--- src/rtl/vtpg_pkg.sv ---
package vtpg_pkg;
   localparam int CH_W = 8;

   typedef enum logic [3:0] {
      PAT_BLACK    = 4'd0,
      PAT_BAR_FULL = 4'd1,
      PAT_BAR_PART = 4'd2,
      PAT_VCOMB    = 4'd3,
      PAT_HCOMB    = 4'd4,
      PAT_GRAD_R   = 4'd5,
      PAT_GRAD_G   = 4'd6,
      PAT_GRAD_B   = 4'd7,
      PAT_GRAD_W   = 4'd8
   } pat_e;

   typedef struct packed {
      logic [CH_W-1:0] r;
      logic [CH_W-1:0] g;
      logic [CH_W-1:0] b;
   } rgb_t;
endpackage

--- src/rtl/vtpg_modcnt.sv ---
module vtpg_modcnt #(
   parameter int PERIOD = 11,
   localparam int CW = $clog2(PERIOD)
) (
   input  logic          clk,
   input  logic          rst_n,
   input  logic          clear,
   input  logic          adv,
   output logic [CW-1:0] cnt_now
);
   logic [CW-1:0] cnt_q;

   generate
      if (PERIOD < 2) begin : g_bad_period
         $error("vtpg_modcnt: PERIOD must be at least 2");
      end
   endgenerate

   always_comb begin
      if (clear)
         cnt_now = '0;
      else if (adv)
         cnt_now = (cnt_q == CW'(PERIOD - 1)) ? '0 : cnt_q + 1'b1;
      else
         cnt_now = cnt_q;
   end

   always_ff @(posedge clk) begin
      if (!rst_n) cnt_q <= '0;
      else        cnt_q <= cnt_now;
   end

   AST_CNT_RANGE: assert property (@(posedge clk) disable iff (!rst_n)
      cnt_q < CW'(PERIOD));

   AST_CNT_CLEAR: assert property (@(posedge clk) disable iff (!rst_n)
      clear |=> cnt_q == '0);
endmodule

--- src/rtl/vtpg_bars.sv ---
module vtpg_bars
   import vtpg_pkg::*;
#(
   parameter int BAR_W_LOG2 = 6,
   parameter int NBAR_LOG2  = 3,
   parameter int FULL_LVL   = 255,
   parameter int PART_LVL   = 191,
   localparam int IW = BAR_W_LOG2 + NBAR_LOG2
) (
   input  logic [IW-1:0] x_low,
   input  logic          partial,
   output rgb_t          bar_pix
);
   logic [NBAR_LOG2-1:0] idx;
   logic [CH_W-1:0]      lvl;

   generate
      if (NBAR_LOG2 != 3) begin : g_bad_bars
         $error("vtpg_bars: eight bars are needed for the colour order");
      end
      if (FULL_LVL > 255 || PART_LVL > FULL_LVL) begin : g_bad_lvl
         $error("vtpg_bars: bar levels out of range");
      end
   endgenerate

   assign idx = x_low[IW-1:BAR_W_LOG2];
   assign lvl = partial ? CH_W'(PART_LVL) : CH_W'(FULL_LVL);

   always_comb begin
      bar_pix.b = idx[0] ? lvl : '0;
      bar_pix.r = idx[1] ? lvl : '0;
      bar_pix.g = idx[2] ? lvl : '0;
   end
endmodule

--- src/rtl/vtpg_ramp.sv ---
module vtpg_ramp
   import vtpg_pkg::*;
#(
   parameter int XW        = 12,
   parameter int STEP_LOG2 = 1
) (
   input  logic [XW-1:0]   x,
   output logic [CH_W-1:0] level
);
   localparam int MAXV = (1 << CH_W) - 1;

   logic [XW-1:0] steps;

   generate
      if (XW < CH_W + STEP_LOG2) begin : g_bad_xw
         $error("vtpg_ramp: x too narrow to span the ramp");
      end
      if (STEP_LOG2 == 0) begin : g_unit
         assign steps = x;
      end else begin : g_shift
         assign steps = x >> STEP_LOG2;
      end
   endgenerate

   assign level = (steps > XW'(MAXV)) ? CH_W'(MAXV) : steps[CH_W-1:0];
endmodule

--- src/rtl/vtpg_top.sv ---
module vtpg_top
   import vtpg_pkg::*;
#(
   parameter int XW          = 12,
   parameter int YW          = 11,
   parameter int COMB_PERIOD = 11,
   parameter int FULL_LVL    = 255,
   parameter int PART_LVL    = 191,
   parameter int RAMP_STEP_LOG2 = 1,
   localparam int CW = $clog2(COMB_PERIOD)
) (
   input  logic             clk,
   input  logic             rst_n,
   input  logic             pat_en,
   input  logic [3:0]       pat_sel,
   input  logic [XW-1:0]    x_pos,
   input  logic [YW-1:0]    y_pos,
   output logic [CH_W-1:0]  pix_r,
   output logic [CH_W-1:0]  pix_g,
   output logic [CH_W-1:0]  pix_b,
   output logic             pat_valid
);
   localparam logic [CH_W-1:0] ON_LVL = CH_W'(FULL_LVL);

   logic            frame_start, line_start;
   logic [3:0]      held_sel_q, eff_sel;
   logic [CW-1:0]   col_cnt, row_cnt;
   rgb_t            bar_pix, next_pix, pix_q;
   logic [CH_W-1:0] ramp_lvl;
   logic            valid_q;

   generate
      if (XW < 10) begin : g_bad_x
         $error("vtpg_top: x must reach past 512");
      end
      if (YW < 4) begin : g_bad_y
         $error("vtpg_top: y too narrow");
      end
   endgenerate

   assign line_start  = (x_pos == '0);
   assign frame_start = line_start && (y_pos == '0);
   assign eff_sel     = frame_start ? pat_sel : held_sel_q;

   vtpg_modcnt #(.PERIOD(COMB_PERIOD)) u_col (
      .clk(clk), .rst_n(rst_n), .clear(line_start), .adv(1'b1),
      .cnt_now(col_cnt));

   vtpg_modcnt #(.PERIOD(COMB_PERIOD)) u_row (
      .clk(clk), .rst_n(rst_n), .clear(frame_start), .adv(line_start),
      .cnt_now(row_cnt));

   vtpg_bars #(.FULL_LVL(FULL_LVL), .PART_LVL(PART_LVL)) u_bars (
      .x_low(x_pos[8:0]), .partial(eff_sel == PAT_BAR_PART),
      .bar_pix(bar_pix));

   vtpg_ramp #(.XW(XW), .STEP_LOG2(RAMP_STEP_LOG2)) u_ramp (
      .x(x_pos), .level(ramp_lvl));

   always_comb begin
      next_pix = '0;
      case (eff_sel)
         PAT_BAR_FULL, PAT_BAR_PART: next_pix = bar_pix;
         PAT_VCOMB:  next_pix.g = (col_cnt == '0) ? ON_LVL : '0;
         PAT_HCOMB:  next_pix.g = (row_cnt == '0) ? ON_LVL : '0;
         PAT_GRAD_R: next_pix.r = ramp_lvl;
         PAT_GRAD_G: next_pix.g = ramp_lvl;
         PAT_GRAD_B: next_pix.b = ramp_lvl;
         PAT_GRAD_W: begin
            next_pix.r = ramp_lvl;
            next_pix.g = ramp_lvl;
            next_pix.b = ramp_lvl;
         end
         default: next_pix = '0;
      endcase
   end

   always_ff @(posedge clk) begin
      if (!rst_n) begin
         held_sel_q <= 4'd0;
         pix_q      <= '0;
         valid_q    <= 1'b0;
      end else begin
         if (frame_start) held_sel_q <= pat_sel;
         pix_q   <= pat_en ? next_pix : '0;
         valid_q <= pat_en;
      end
   end

   assign pix_r     = pix_q.r;
   assign pix_g     = pix_q.g;
   assign pix_b     = pix_q.b;
   assign pat_valid = valid_q;

   AST_EN_TO_VALID: assert property (@(posedge clk) disable iff (!rst_n)
      pat_en |=> pat_valid);

   AST_OFF_IS_BLACK: assert property (@(posedge clk) disable iff (!rst_n)
      !pat_en |=> (!pat_valid && pix_r == '0 && pix_g == '0 && pix_b == '0));

   AST_SEL_HELD: assert property (@(posedge clk) disable iff (!rst_n)
      !frame_start |=> $stable(held_sel_q));

   AST_PART_LEVEL: assert property (@(posedge clk) disable iff (!rst_n)
      (pat_en && eff_sel == PAT_BAR_PART) |=>
         ((pix_r == '0 || pix_r == CH_W'(PART_LVL)) &&
          (pix_g == '0 || pix_g == CH_W'(PART_LVL)) &&
          (pix_b == '0 || pix_b == CH_W'(PART_LVL))));

   AST_COMB_GREEN_ONLY: assert property (@(posedge clk) disable iff (!rst_n)
      (pat_en && (eff_sel == PAT_VCOMB || eff_sel == PAT_HCOMB)) |=>
         (pix_r == '0 && pix_b == '0));
endmodule

--- config.mk ---
export PLATFORM = sky130hd
export DESIGN_NAME = vtpg_top
export DESIGN_NICKNAME = d
export VERILOG_FILES = /design/src/rtl/vtpg_pkg.sv /design/src/rtl/vtpg_modcnt.sv /design/src/rtl/vtpg_bars.sv /design/src/rtl/vtpg_ramp.sv /design/src/rtl/vtpg_top.sv
export SDC_FILE = /design/constraint.sdc
export NUM_CORES = 1
export LEC_CHECK = 0
export ABC_AREA = 1
export CAP_MARGIN = 0
export CORE_AREA = 4 4 67 75
export DETAILED_ROUTE_END_ITERATION = 10
export DIE_AREA = 0 0 71 79
export PLACE_DENSITY = 0.81
export SYNTH_ARGS = -nofsm -noshare
export SYNTH_HDL_FRONTEND = slang
export SYNTH_SLANG_ARGS = --single-unit
--- constraint.sdc ---
create_clock -name clk -period 4.8 [get_ports clk]
set_input_delay 0.96 -clock clk [delete_from_list [all_inputs] [get_ports clk]]
set_output_delay 0.96 -clock clk [all_outputs]
set_load 0.1 [all_outputs]
---- Yosys cells after proc, flatten, opt, wreduce, memory -nomap -nowiden ----
Cells that the tools add are included.
word-level totals
  register bits after elaboration ......... 37
  bits in latches ......................... 0
  RAM bits ................................ 0
  ROM bits ................................ 0
  bits of input ports ..................... 30
  output and inout bits ................... 25
  logic and storage cells ................. 46
  memories ................................ 0
operators by class
  add/sub/neg operators ................... 2
  multiply operators ...................... 0
  divide/modulo/power cells ............... 0
  magnitude comparators ................... 1
  equal/unequal tests ..................... 10
  shifts and indexed selects .............. 0
  mux-type cells .......................... 16
  bitwise gates (word level) .............. 0
  reductions and logical operators ........ 10
operators by type and width
  operator             number
  $mux 8               6
  $pmux 8 s2           2
  $pmux 8 s4           1
  $mux 4               6
  $eq 4x3->1 const B   4
  $eq 4x4->1 const B   3
  $logic_not 12->1     1
  $gt 11x8->1 const B  1
  $logic_not 11->1     1
  $add 4x1->4 const B  2
  $eq 4x2->1 const B   2
  $logic_not 4->1      2
  $reduce_or 2->1      4
  $mux 7               1
  $eq 4x1->1 const B   1
  $reduce_and 2->1     1
  $logic_and 1x1->1    1

---- Logic depth before layout (Yosys ltp) ----
Gate-level depths: netlist of run 1.
  word-level depth ........................ 7
  mapped depth ............................ 15
  depth with buffers taken out ............ 14

---- By module ----
Synthesis of run 1 repeated with hierarchy kept, for this count alone.
unflattened totals
  cells, all modules ...................... 345
  area total of the unflattened synthesis .. 2372.3 µm²
by module, submodules not included
  module       times used  cells each  area each (µm²)  seq. area each (µm²)
  vtpg_top     1           216         1579.0           580.6
  vtpg_modcnt  2           42          264.0            80.1
  vtpg_bars    1           27          180.2            0.0
  vtpg_ramp    1           18          85.1             0.0

---- Least setup slack after synthesis of run 1 ----
No wires, ideal clock.
  kind .................................... input to register
  from .................................... input x_pos[10]
  to ...................................... register pix_q, in the netlist pix_g[0]
  arrival time ............................ 2.265 ns
  slack ................................... 2.411 ns
  stages on the path ...................... 13
  path buffers ............................ 1
  cell sequence ........................... nor2_1 > nand3b_1 > nor2_8 > nand2_4 > buf_6 > nand2_1 > nand2_1 > nand2_1 > nand2_1 > nand3_1 > nand3_2 > nor2_1 > nor2_1
on the way
  cells in the longest elaborated chain, start to end .. 6
  elaborated cells between the ends (all ways) .. 21
ends and longest elaborated chain
  item                                                RTL line                           source
  from (decl)                                         vtpg_top.sv:16                     input logic [XW-1:0] x_pos,
  $logic_not 12->1                                    vtpg_top.sv:41                     assign line_start = (x_pos == '0);
  $mux 4 / $logic_and 1x1->1 (equally long branches)  vtpg_modcnt.sv:22, vtpg_top.sv:42
  $mux 4 (on tied branches)                           --
  $logic_not 4->1, or another cell as far along       vtpg_top.sv:65                     PAT_HCOMB: next_pix.g = (row_cnt == '0) ? ON_LVL : '0;
  $mux 8, or another cell as far along                vtpg_top.sv:65
  $pmux 8 s4 *                                        vtpg_top.sv:62                     case (eff_sel)
  to (signal assigned)                                vtpg_top.sv:85                     pix_q <= pat_en ? next_pix : '0;
  to (decl)                                           vtpg_top.sv:28                     rgb_t bar_pix, next_pix, pix_q;
Every way passes the cells marked *; elsewhere a longest branch is shown, timed or not.
A chain may end at the register's enable or synchronous reset.

---- Worst setup path in the final report of run 1 ----
  from .................................... input x_pos[8]
  to ...................................... register pix_q, in the netlist pix_g[1]
The elaborated chain is that of the path after synthesis.

==> results of run 1 <==
## per-layer routing
metal | vias up | track usage | routed length [um]
li1 | 928 | - | -
met4 | 0 | 0.0921 | 164
met5 | - | 0 | 0
met1 | 784 | 0.157 | 1710
met3 | 16 | 0.0430 | 337
met2 | 81 | 0.270 | 1940
## power breakdown
group | switching [mW] | internal, mW | leakage, nW
Sequential | 0.00189 | 0.310 | 0.299
Combinational | 0.0271 | 0.0293 | 0.768
Clock | 0.102 | 0.100 | 0.0450
Total | 0.131 | 0.439 | 1.11
## cell families (layout without fill, tap and decap cells)
kind of cell               count (synthesis)  count (layout)  synth area share
AOI/OAI and AO/OA                         35              35             0.107
xor gates and xnor gates                   2               2           0.00928
adders and majority gates                  2               2            0.0133
buffers and inverters                     35              92            0.0775
DFF                                       37              37             0.392
and+or+nand+nor                          147             147             0.400
## layout by cell type (no fill, tap or decap)
master | synthesis | routed
sky130_fd_sc_hd__dfxtp_1 | 37 | 37
sky130_fd_sc_hd__a21oi_4 | 1 | 1
sky130_fd_sc_hd__o21ai_2 | 1 | 1
sky130_fd_sc_hd__nor2_2 | 3 | 3
sky130_fd_sc_hd__o21ai_1 | 13 | 13
sky130_fd_sc_hd__xor2_1 | 2 | 2
sky130_fd_sc_hd__nor2_1 | 43 | 43
sky130_fd_sc_hd__nand2_1 | 48 | 48
sky130_fd_sc_hd__nand3_1 | 15 | 15
sky130_fd_sc_hd__o21ai_0 | 7 | 7
sky130_fd_sc_hd__o211ai_1 | 1 | 1
sky130_fd_sc_hd__nor2_8 | 1 | 1
sky130_fd_sc_hd__clkinv_2 | 0 | 2
sky130_fd_sc_hd__clkbuf_8 | 0 | 5
sky130_fd_sc_hd__nor2_4 | 3 | 3
sky130_fd_sc_hd__and2_1 | 1 | 1
sky130_fd_sc_hd__ha_1 | 2 | 2
sky130_fd_sc_hd__nand3b_1 | 6 | 6
sky130_fd_sc_hd__nand3_2 | 5 | 5
sky130_fd_sc_hd__nand4_1 | 2 | 2
sky130_fd_sc_hd__inv_2 | 4 | 4
sky130_fd_sc_hd__nand2_2 | 12 | 12
sky130_fd_sc_hd__nor3_1 | 2 | 2
sky130_fd_sc_hd__a21oi_1 | 11 | 11
sky130_fd_sc_hd__o21a_4 | 1 | 1
sky130_fd_sc_hd__clkdlybuf4s50_1 | 0 | 54
sky130_fd_sc_hd__clkbuf_1 | 3 | 1
sky130_fd_sc_hd__inv_1 | 26 | 26
sky130_fd_sc_hd__nand2_4 | 6 | 6
## through the flow
stage	hold WS (ns)	area [um2]	std cells	utilization	power, mW
2_1_floorplan	0.536	1890	258	-	0.342
3_3_place_gp	0.570	2460	361	0.579	0.373
3_5_place_dp	0.580	2460	361	0.579	0.374
4_1_cts	0.596	2540	369	0.598	0.575
5_1_grt	0.647	2540	369	0.598	0.595
6_report	0.599	2540	369	0.598	0.571
## critical path, stage by stage
cell and delay, ns:
sky130_fd_sc_hd__clkdlybuf4s50_1 0.49, sky130_fd_sc_hd__nand3b_1 0.34, sky130_fd_sc_hd__nor2_8 0.31, sky130_fd_sc_hd__nand2_4 0.16, sky130_fd_sc_hd__nand2_1 0.12, sky130_fd_sc_hd__nand2_2 0.10
sky130_fd_sc_hd__nand2_1 0.13, sky130_fd_sc_hd__nor2_1 0.06, sky130_fd_sc_hd__nand2_1 0.08, sky130_fd_sc_hd__nand3_2 0.14, sky130_fd_sc_hd__nor2_1 0.14, sky130_fd_sc_hd__nor2_1 0.05
## how the worst max path moves through the flow
stage | startpoint | end | slack [ns]
floorplan | x_pos[10] | pix_g[0] | 2.41
global placement | x_pos[8] | pix_g[2] | 1.64
detailed placement | x_pos[8] | pix_g[1] | 1.60
CTS | x_pos[8] | pix_g[1] | 1.89
global route | x_pos[10] | pix_g[1] | 1.73
finish | x_pos[8] | pix_g[1] | 1.88
## synth_stat cells, drive strengths merged
master and instances:
nand2 66, nor3 2, buf 2, ha 2
a21oi 12, and2 1, nand3 20, inv 30
o211ai 1, o21ai 21, o21a 1, clkbuf 3
xor2 2, nand4 2, nor2 50, dfxtp 37
nand3b 6
## state kept, by name (all words and copies together), names as in the netlist
| name | cells |
|---|---|
| held_sel_q | 4 |
| pat_valid | 1 |
| pix_b | 8 |
| pix_g | 8 |
| pix_r | 8 |
| u_col.cnt_q | 4 |
| u_row.cnt_q | 4 |
## layout make-up
cell class	instances	share of cell area
Inverter	30	0.0442
Tap cell	54	0.0265
Clock inverter	2	0.00393
Timing Repair Buffer	54	0.212
Multi-Input combinational cell	186	0.393
Sequential cell	37	0.291
Clock buffer	6	0.0285
==> results.md, run 1 <==
Clock network:
- The clock sink count is 37.
- The buffers inserted during post-CTS setup optimization is 0.
- In this run, CTS created clock tree buffers numbering 5.
- After clock tree synthesis, the clock-pin slew on the worst setup and hold paths is about 0.070 ns.
- The tree is rooted in a sky130_fd_sc_hd__clkbuf_8.
- The number of buffers between clock root and the deepest sink is 2.
- The later pin in the worst-skew pair is clocked with a latency of slightly below 0.3 ns.
- TritonCTS built the clock tree.
- In this run, post-CTS repair resized a total of 0 instances.
- The post-cts hold buffer count is 0.
- The clock tree synthesis step divided the H-tree into 2 levels.

Cells and area:
- The multi-input combinational cells in the finished layout cover a total of 1000 um2.
- The area added between synthesis and finish is 34.8%.
- After filler insertion, the fill cell instance count of the layout stands at 397.
- The ratio of cells with drive above 1 in the final layout is 0.140.
- The storage element area is around 740 um2.
- In the final design database the tool counted 346 nets.
- The antenna diode instance count is 0.

Worst setup path:
- The setup check on the worst reg-to-reg path leaves a slack of around 3.1 ns.
- The worst setup path is captured at a flip-flop.
- The terminus of the critical flop-to-flop path is pix_g[1].
- At the worst endpoint, the required time is between 4 and 5 ns.
- STA puts the critical path data arrival time at a little over 3 ns.
- The startpoint of the worst register-to-register path is u_col.cnt_q[0].
- The cell count of the worst reg-to-reg path is 10.
- The category of the critical setup timing path is in -> reg.
- The nature of the critical path startpoint is an input port.
- The maximum fanout count along the critical path is 15.

Synth:
- The synthesized area divided by synthesized cell count is roughly 7.3 um2.
- For this run, the number of Yosys warnings is 0.
- Of the post-synthesis cell area, the dominant cell type holds 0.392.
- The synthesized netlist net count is between 200 and 300.
- The most area-hungry cell type in the Yosys netlist is sky130_fd_sc_hd__dfxtp_1.
- Counting flops and latches in the post-synthesis netlist gives 37.
- The sequential share of the synthesized area is 0.392.
- The count of cell types in the netlist is 27.
- The cell count after synthesis is 258.
- After synthesis, the cell types taking the most area are sky130_fd_sc_hd__dfxtp_1 (39%), sky130_fd_sc_hd__nand2_1 (9.5%), sky130_fd_sc_hd__nor2_1 (8.5%).
- The post-synthesis cell area is about 1900 um2.

STA:
- Dividing the final minimum period by the clock period gives 0.608.
- For the final database, setup skew stands at roughly 0.0054 ns.
- The number of hold violations in the final report is 0.
- In the final timing run, aggregate negative setup slack is 0 ns.
- For the finished layout, the period the worst path requires is about 2.9 ns.
- Setup repair after global routing left no endpoint under its margin.
- The worst-margin pin slew is approximately 0.97 ns.
- The final count of negative-setup-slack endpoints is 0.
- The number of max-slew violations in the final report is 0.
- Static timing analysis puts the maximum clock frequency at about 340 MHz.
- Measured against its own limit, the worst slew margin works out to 0.348.
- Once routing completed, OpenROAD measured the worst setup slack at around 1.9 ns.

Detailed routing:
- The violation count after the first detailed-routing iteration is approximately 170.
- Summed over all layers, the routed wires come to 4150 um.
- For this run, design rule violations remaining after detail routing come to 0.
- The via density per instance is a little under 5.
- The routed wire length per instance is about 11 um.
- The count of nets left with antenna violations once routing finished came out at 0.
- The first detailed-routing pass ran for 4 iterations.
- The routed via count is between 1500 and 2000.

Worst hold path:
- The type of the worst min-delay path is reg -> reg.
- The path with the worst hold slack has its endpoint at u_col.cnt_q[0].
- Along the worst hold path, the cell count comes to 3.
- The beginning of the worst hold path is u_col.cnt_q[0].

GRT:
- The overflow left after global routing is 0.
- The number of antenna violations at the first check in global routing is 0.
- The aggregate global-route resource usage is 0.152.
- The number of global-route vias before repair is about 1700.
- The first global-routing pass estimated 6870 um of wire.
- Entering global routing, the biggest net connects 16 pins.

Floorplan:
- The number of placed I/O pins is between 50 and 60.
- The full die area is ~5600 um2.
- The initial utilization of the core area, before any placement, comes to 0.444.
- In this run the vertical extent of the chip is ~80 um.
- The region available for standard cell placement spans roughly 4300 um2.
- The floorplan has 25 rows.
- The width of the die is between 70 and 80 um.

Power and ir drop:
- Power spread over the standard cell area amounts to between 200 and 250 nW/um2.
- Summed over all cells, the static leakage comes to 1.11 nW.
- The peak supply drop is ~0.10 mV.

Placement:
- The wire-length estimate of the detail-placed layout is 3360 um.
- Routability-driven placement finished with a final weighted congestion of 0.886.
- The number of buffer cells added on primary ports is between 50 and 60.
- The post-place setup slack is between 1.5 and 2 ns.

Job:
- The max-capacitance violation count is 0.

Outcome:
- The flow ran to the end, and the final reports show no timing, DRC or antenna violations.
Power figures use the tool's default switching activity.
==> inputs of run 2 (changes only) <==
- clock period: 4.8 -> 2.75 ns (I/O delays scaled with it)
==> run 2 against run 1 <==
Worst setup slack lost 1.5 ns. Sequential share of layout area increased by 0.38 points. Clock-buffer cell count unchanged. Critical path depth grew 1. Register-to-register slack lost 2.0 ns. First-iteration DRC count down 17%. Critical path type unchanged. Largest cell class unchanged.
==> results.md, run 2 (same netlist as run 1, synthesis figures left out) <==
Outcome:
- The flow ran to the end, and the final reports show no timing, DRC or antenna violations.

Worst setup path:
- The critical path in this run is classified as in -> reg.
- The worst setup path startpoint is x_pos[10].
- The critical path arrival is 2.56 ns (-0.52 ns).
- Among all stages on the critical path, the largest delay is contributed by sky130_fd_sc_hd__clkdlybuf4s50_1.
- The maximum fanout count along the critical path is 12 (-3).
- The category of the worst setup path capture point is a flip-flop.
- The startpoint of the worst register-to-register path is u_col.cnt_q[0].
- The count of buffer and inverter cells on the critical path is 1 (unchanged).
- Traced cell by cell, the critical path runs through clkdlybuf4s50_1 > nor2_1 > nand3b_1 > nor2_8 > nand2_4 > nand2_1 > nand2_2 > nand2_1 > nor2_1 > nand2_1 > nand3_2 > nor2_1 > nor2_1.
- Grouping stages by cell kind, the critical path spends the most delay in simple AND/OR/NAND/NOR gates.
- The highest cell delay on the worst timing path is 0.39 ns (-0.10 ns).
- The data required time at the worst endpoint is 2.91 ns (-2.05 ns).
- The cell that appears most often on the critical path is sky130_fd_sc_hd__nor2_1.
- The nature of the critical path startpoint is an input port.

GRT:
- The met2 track demand over resource was 0.281 (+0.0111).
- The number of global-route vias before repair came to 1667 (-1.7%).
- The global routing met1 resource utilization is 0.156 (-0.00144).
- The maximum number of pins on one net before global-route repair is 14 (-2).
- The number of antenna violations at the first check in global routing came to 0 (unchanged).
- The layer flagged by global routing as most heavily used is met2.
- The first-pass GRT wire length is 6890 um (+0.41%).
- The met3 routing resource usage after global routing is 0.0557 (+0.0127).
- The overflow left after global routing is 0 (unchanged).
- The aggregate global-route resource usage came to 0.155 (+0.00295).

Power and ir drop:
- The power per standard cell area is 399 nW/um2 (+78%).
- The leakage power of the design is 1.18 nW (+6.3%).
- The peak supply drop was 0.179 mV (+76%).

Clock network:
- The clock sink count came to 37 (unchanged).
- The number of buffers between clock root and the deepest sink is 2 (unchanged).
- The clock insertion delay at the later pin of the skew report was 0.29 ns (about the same).
- The buffers inserted during post-CTS setup optimization is 0 (unchanged).
- The number of gates resized after cts is 0 (unchanged).
- The post-CTS clock slew at the launch and capture registers of the worst setup and hold paths was 0.07 ns (about the same).
- The depth of the CTS H-tree is 2 (unchanged).
- TritonCTS built the clock tree.
- The CTS buffer count is 5 (unchanged).
- The post-cts hold buffer count is 0 (unchanged).
- The clock tree root buffer cell is sky130_fd_sc_hd__clkbuf_8.

Cells and area:
- The number of nets in the layout is 350 (+1.2%).
- The ratio of cells with drive above 1 in the final layout is 0.229 (+0.0892).
- From synthesis to final layout, the design area changed by 33.1%.
- The final cell count without fillers came to 373 (+1.1%).
- Leaving out fill and tap cells, the most frequent cell in the layout is sky130_fd_sc_hd__nand2_1.
- The number of filler instances in the final layout came to 411 (+3.5%).
- The antenna diode instance count is 0 (unchanged).
- The top cell types in the final layout, fill and taps aside, are sky130_fd_sc_hd__nand2_1 (48), sky130_fd_sc_hd__nor2_1 (43), sky130_fd_sc_hd__dfxtp_1 (37), sky130_fd_sc_hd__clkdlybuf4s50_1 (29), sky130_fd_sc_hd__buf_4 (29).

Floorplan:
- The full die area was 5610 um2 (unchanged).
- The area of the core is 4250 um2 (unchanged).
- The width of the die is 71 um (unchanged).
- The vertical extent of the die is 79 um (unchanged).
- The starting density of the core is 0.444 (unchanged).
- The number of placed I/O pins is 55 (unchanged).
- The floorplan row count came to 25 (unchanged).

Placement:
- The number of buffer cells added on primary ports is 54 (unchanged).
- The post-place setup slack was 0.0632 ns (-1.53 ns).
- The final weighted congestion in routability-driven placement is 0.863 (-2.6%).
- The number of placed cells counting well taps is 365 (+1.1%).
- The placed wire-length estimate is 3490 um (+4.1%).

Detailed routing:
- The number of optimization iterations in the first detailed-route pass is 4 (unchanged).
- The final antenna-violating net count is 0 (unchanged).
- The routed via count is 1802 (-0.39%).
- The violation count after the first detailed-routing iteration is 137 (-17%).
- The routed wire length per instance came to 11.4 um (+1.5%).
- The via density per instance is 4.83 (-1.5%).
- The total length of routed wires is 4260 um (+2.6%).
- The final routed DRC violation total came to 0 (unchanged).

STA:
- The final count of negative-setup-slack endpoints is 0 (unchanged).
- In the finished design, the share of the clock period the worst path needs comes to 0.874.
- The highest achievable clock rate is 416 MHz.
- The final clock skew was 0.00786 ns (+0.00247 ns).
- The aggregate negative setup slack is 0 ns (unchanged).
- The number of hold violations in the final report is 0 (unchanged).
- The number of max-slew violations in the final report is 0 (unchanged).
- The worst-margin pin slew is 0.390 ns (-0.585 ns).
- The relative max-transition margin came to 0.739 (+0.391).
- The final worst slack is 0.347 ns (-1.53 ns).
- Setup repair after global routing left no endpoint under its margin.
- After layout, the minimum clock period comes to between 2 and 2.5 ns.

Job:
- The max-capacitance violation count is 0 (unchanged).

Worst hold path:
- In this run the worst hold path is classified as reg -> reg.
- The beginning of the worst hold path is held_sel_q[0].
[run 2: cell count changes in the layout (fill, tap and decap cells not counted), sizes merged]
| cell | before | now |
|---|---|---|
| buf | 0 | 29 |
| clkdlybuf4s50 | 54 | 29 |
[run 2: worst paths after layout]
check / cells past startpoint / slack (ns) / end
worst min register to register: 4 / 0.60 / held_sel_q[0]
worst min-delay path: 4 / 0.60 / held_sel_q[0]
worst max-delay path: 13 / 0.35 / pix_g[5]
worst max register to register: 10 / 1.07 / pix_g[5]
[run 2: stage by stage]
step	util	hold slack (ns)	total power, mW	area, um2
after global routing	0.591	0.656	1.04	2510
after floorplan	-	0.536	0.598	1890
after CTS	0.591	0.600	1.01	2510
final	0.591	0.595	1.00	2510
after global placement	0.571	0.572	0.655	2430
after detailed placement	0.571	0.580	0.657	2430
[run 2: final cells by class]
cell class / instances / area, um2 / area share
multi-input combinational: 186 / 1000 / 0.398
sequential: 37 / 741 / 0.295
timing repair buffer: 58 / 508 / 0.202
inverter: 30 / 113 / 0.0448
clock buffer: 6 / 72.6 / 0.0289
tap: 54 / 67.6 / 0.0269
clock inverter: 2 / 10.0 / 0.00398
[run 2: power by group]
group | internal, mW | total [mW] | switching [mW]
combinational | 0.0535 | 0.102 | 0.0486
clock | 0.175 | 0.357 | 0.182
sequential | 0.540 | 0.544 | 0.00324
total | 0.769 | 1.00 | 0.234
[run 2: per-layer routing]
layer  wire, um  part of all wire
met1       1670              0.39
met3        394             0.092
met2       2070              0.49
met4        124             0.029
met5          0                 0
[run 2: tightest hold or removal path, stage by stage, from the launching register on]
cell	delay [ns]
sky130_fd_sc_hd__dfxtp_1	0.32
sky130_fd_sc_hd__inv_1	0.05
sky130_fd_sc_hd__nand2_1	0.05
sky130_fd_sc_hd__nand2_1	0.09
sky130_fd_sc_hd__nor2_1	0.05
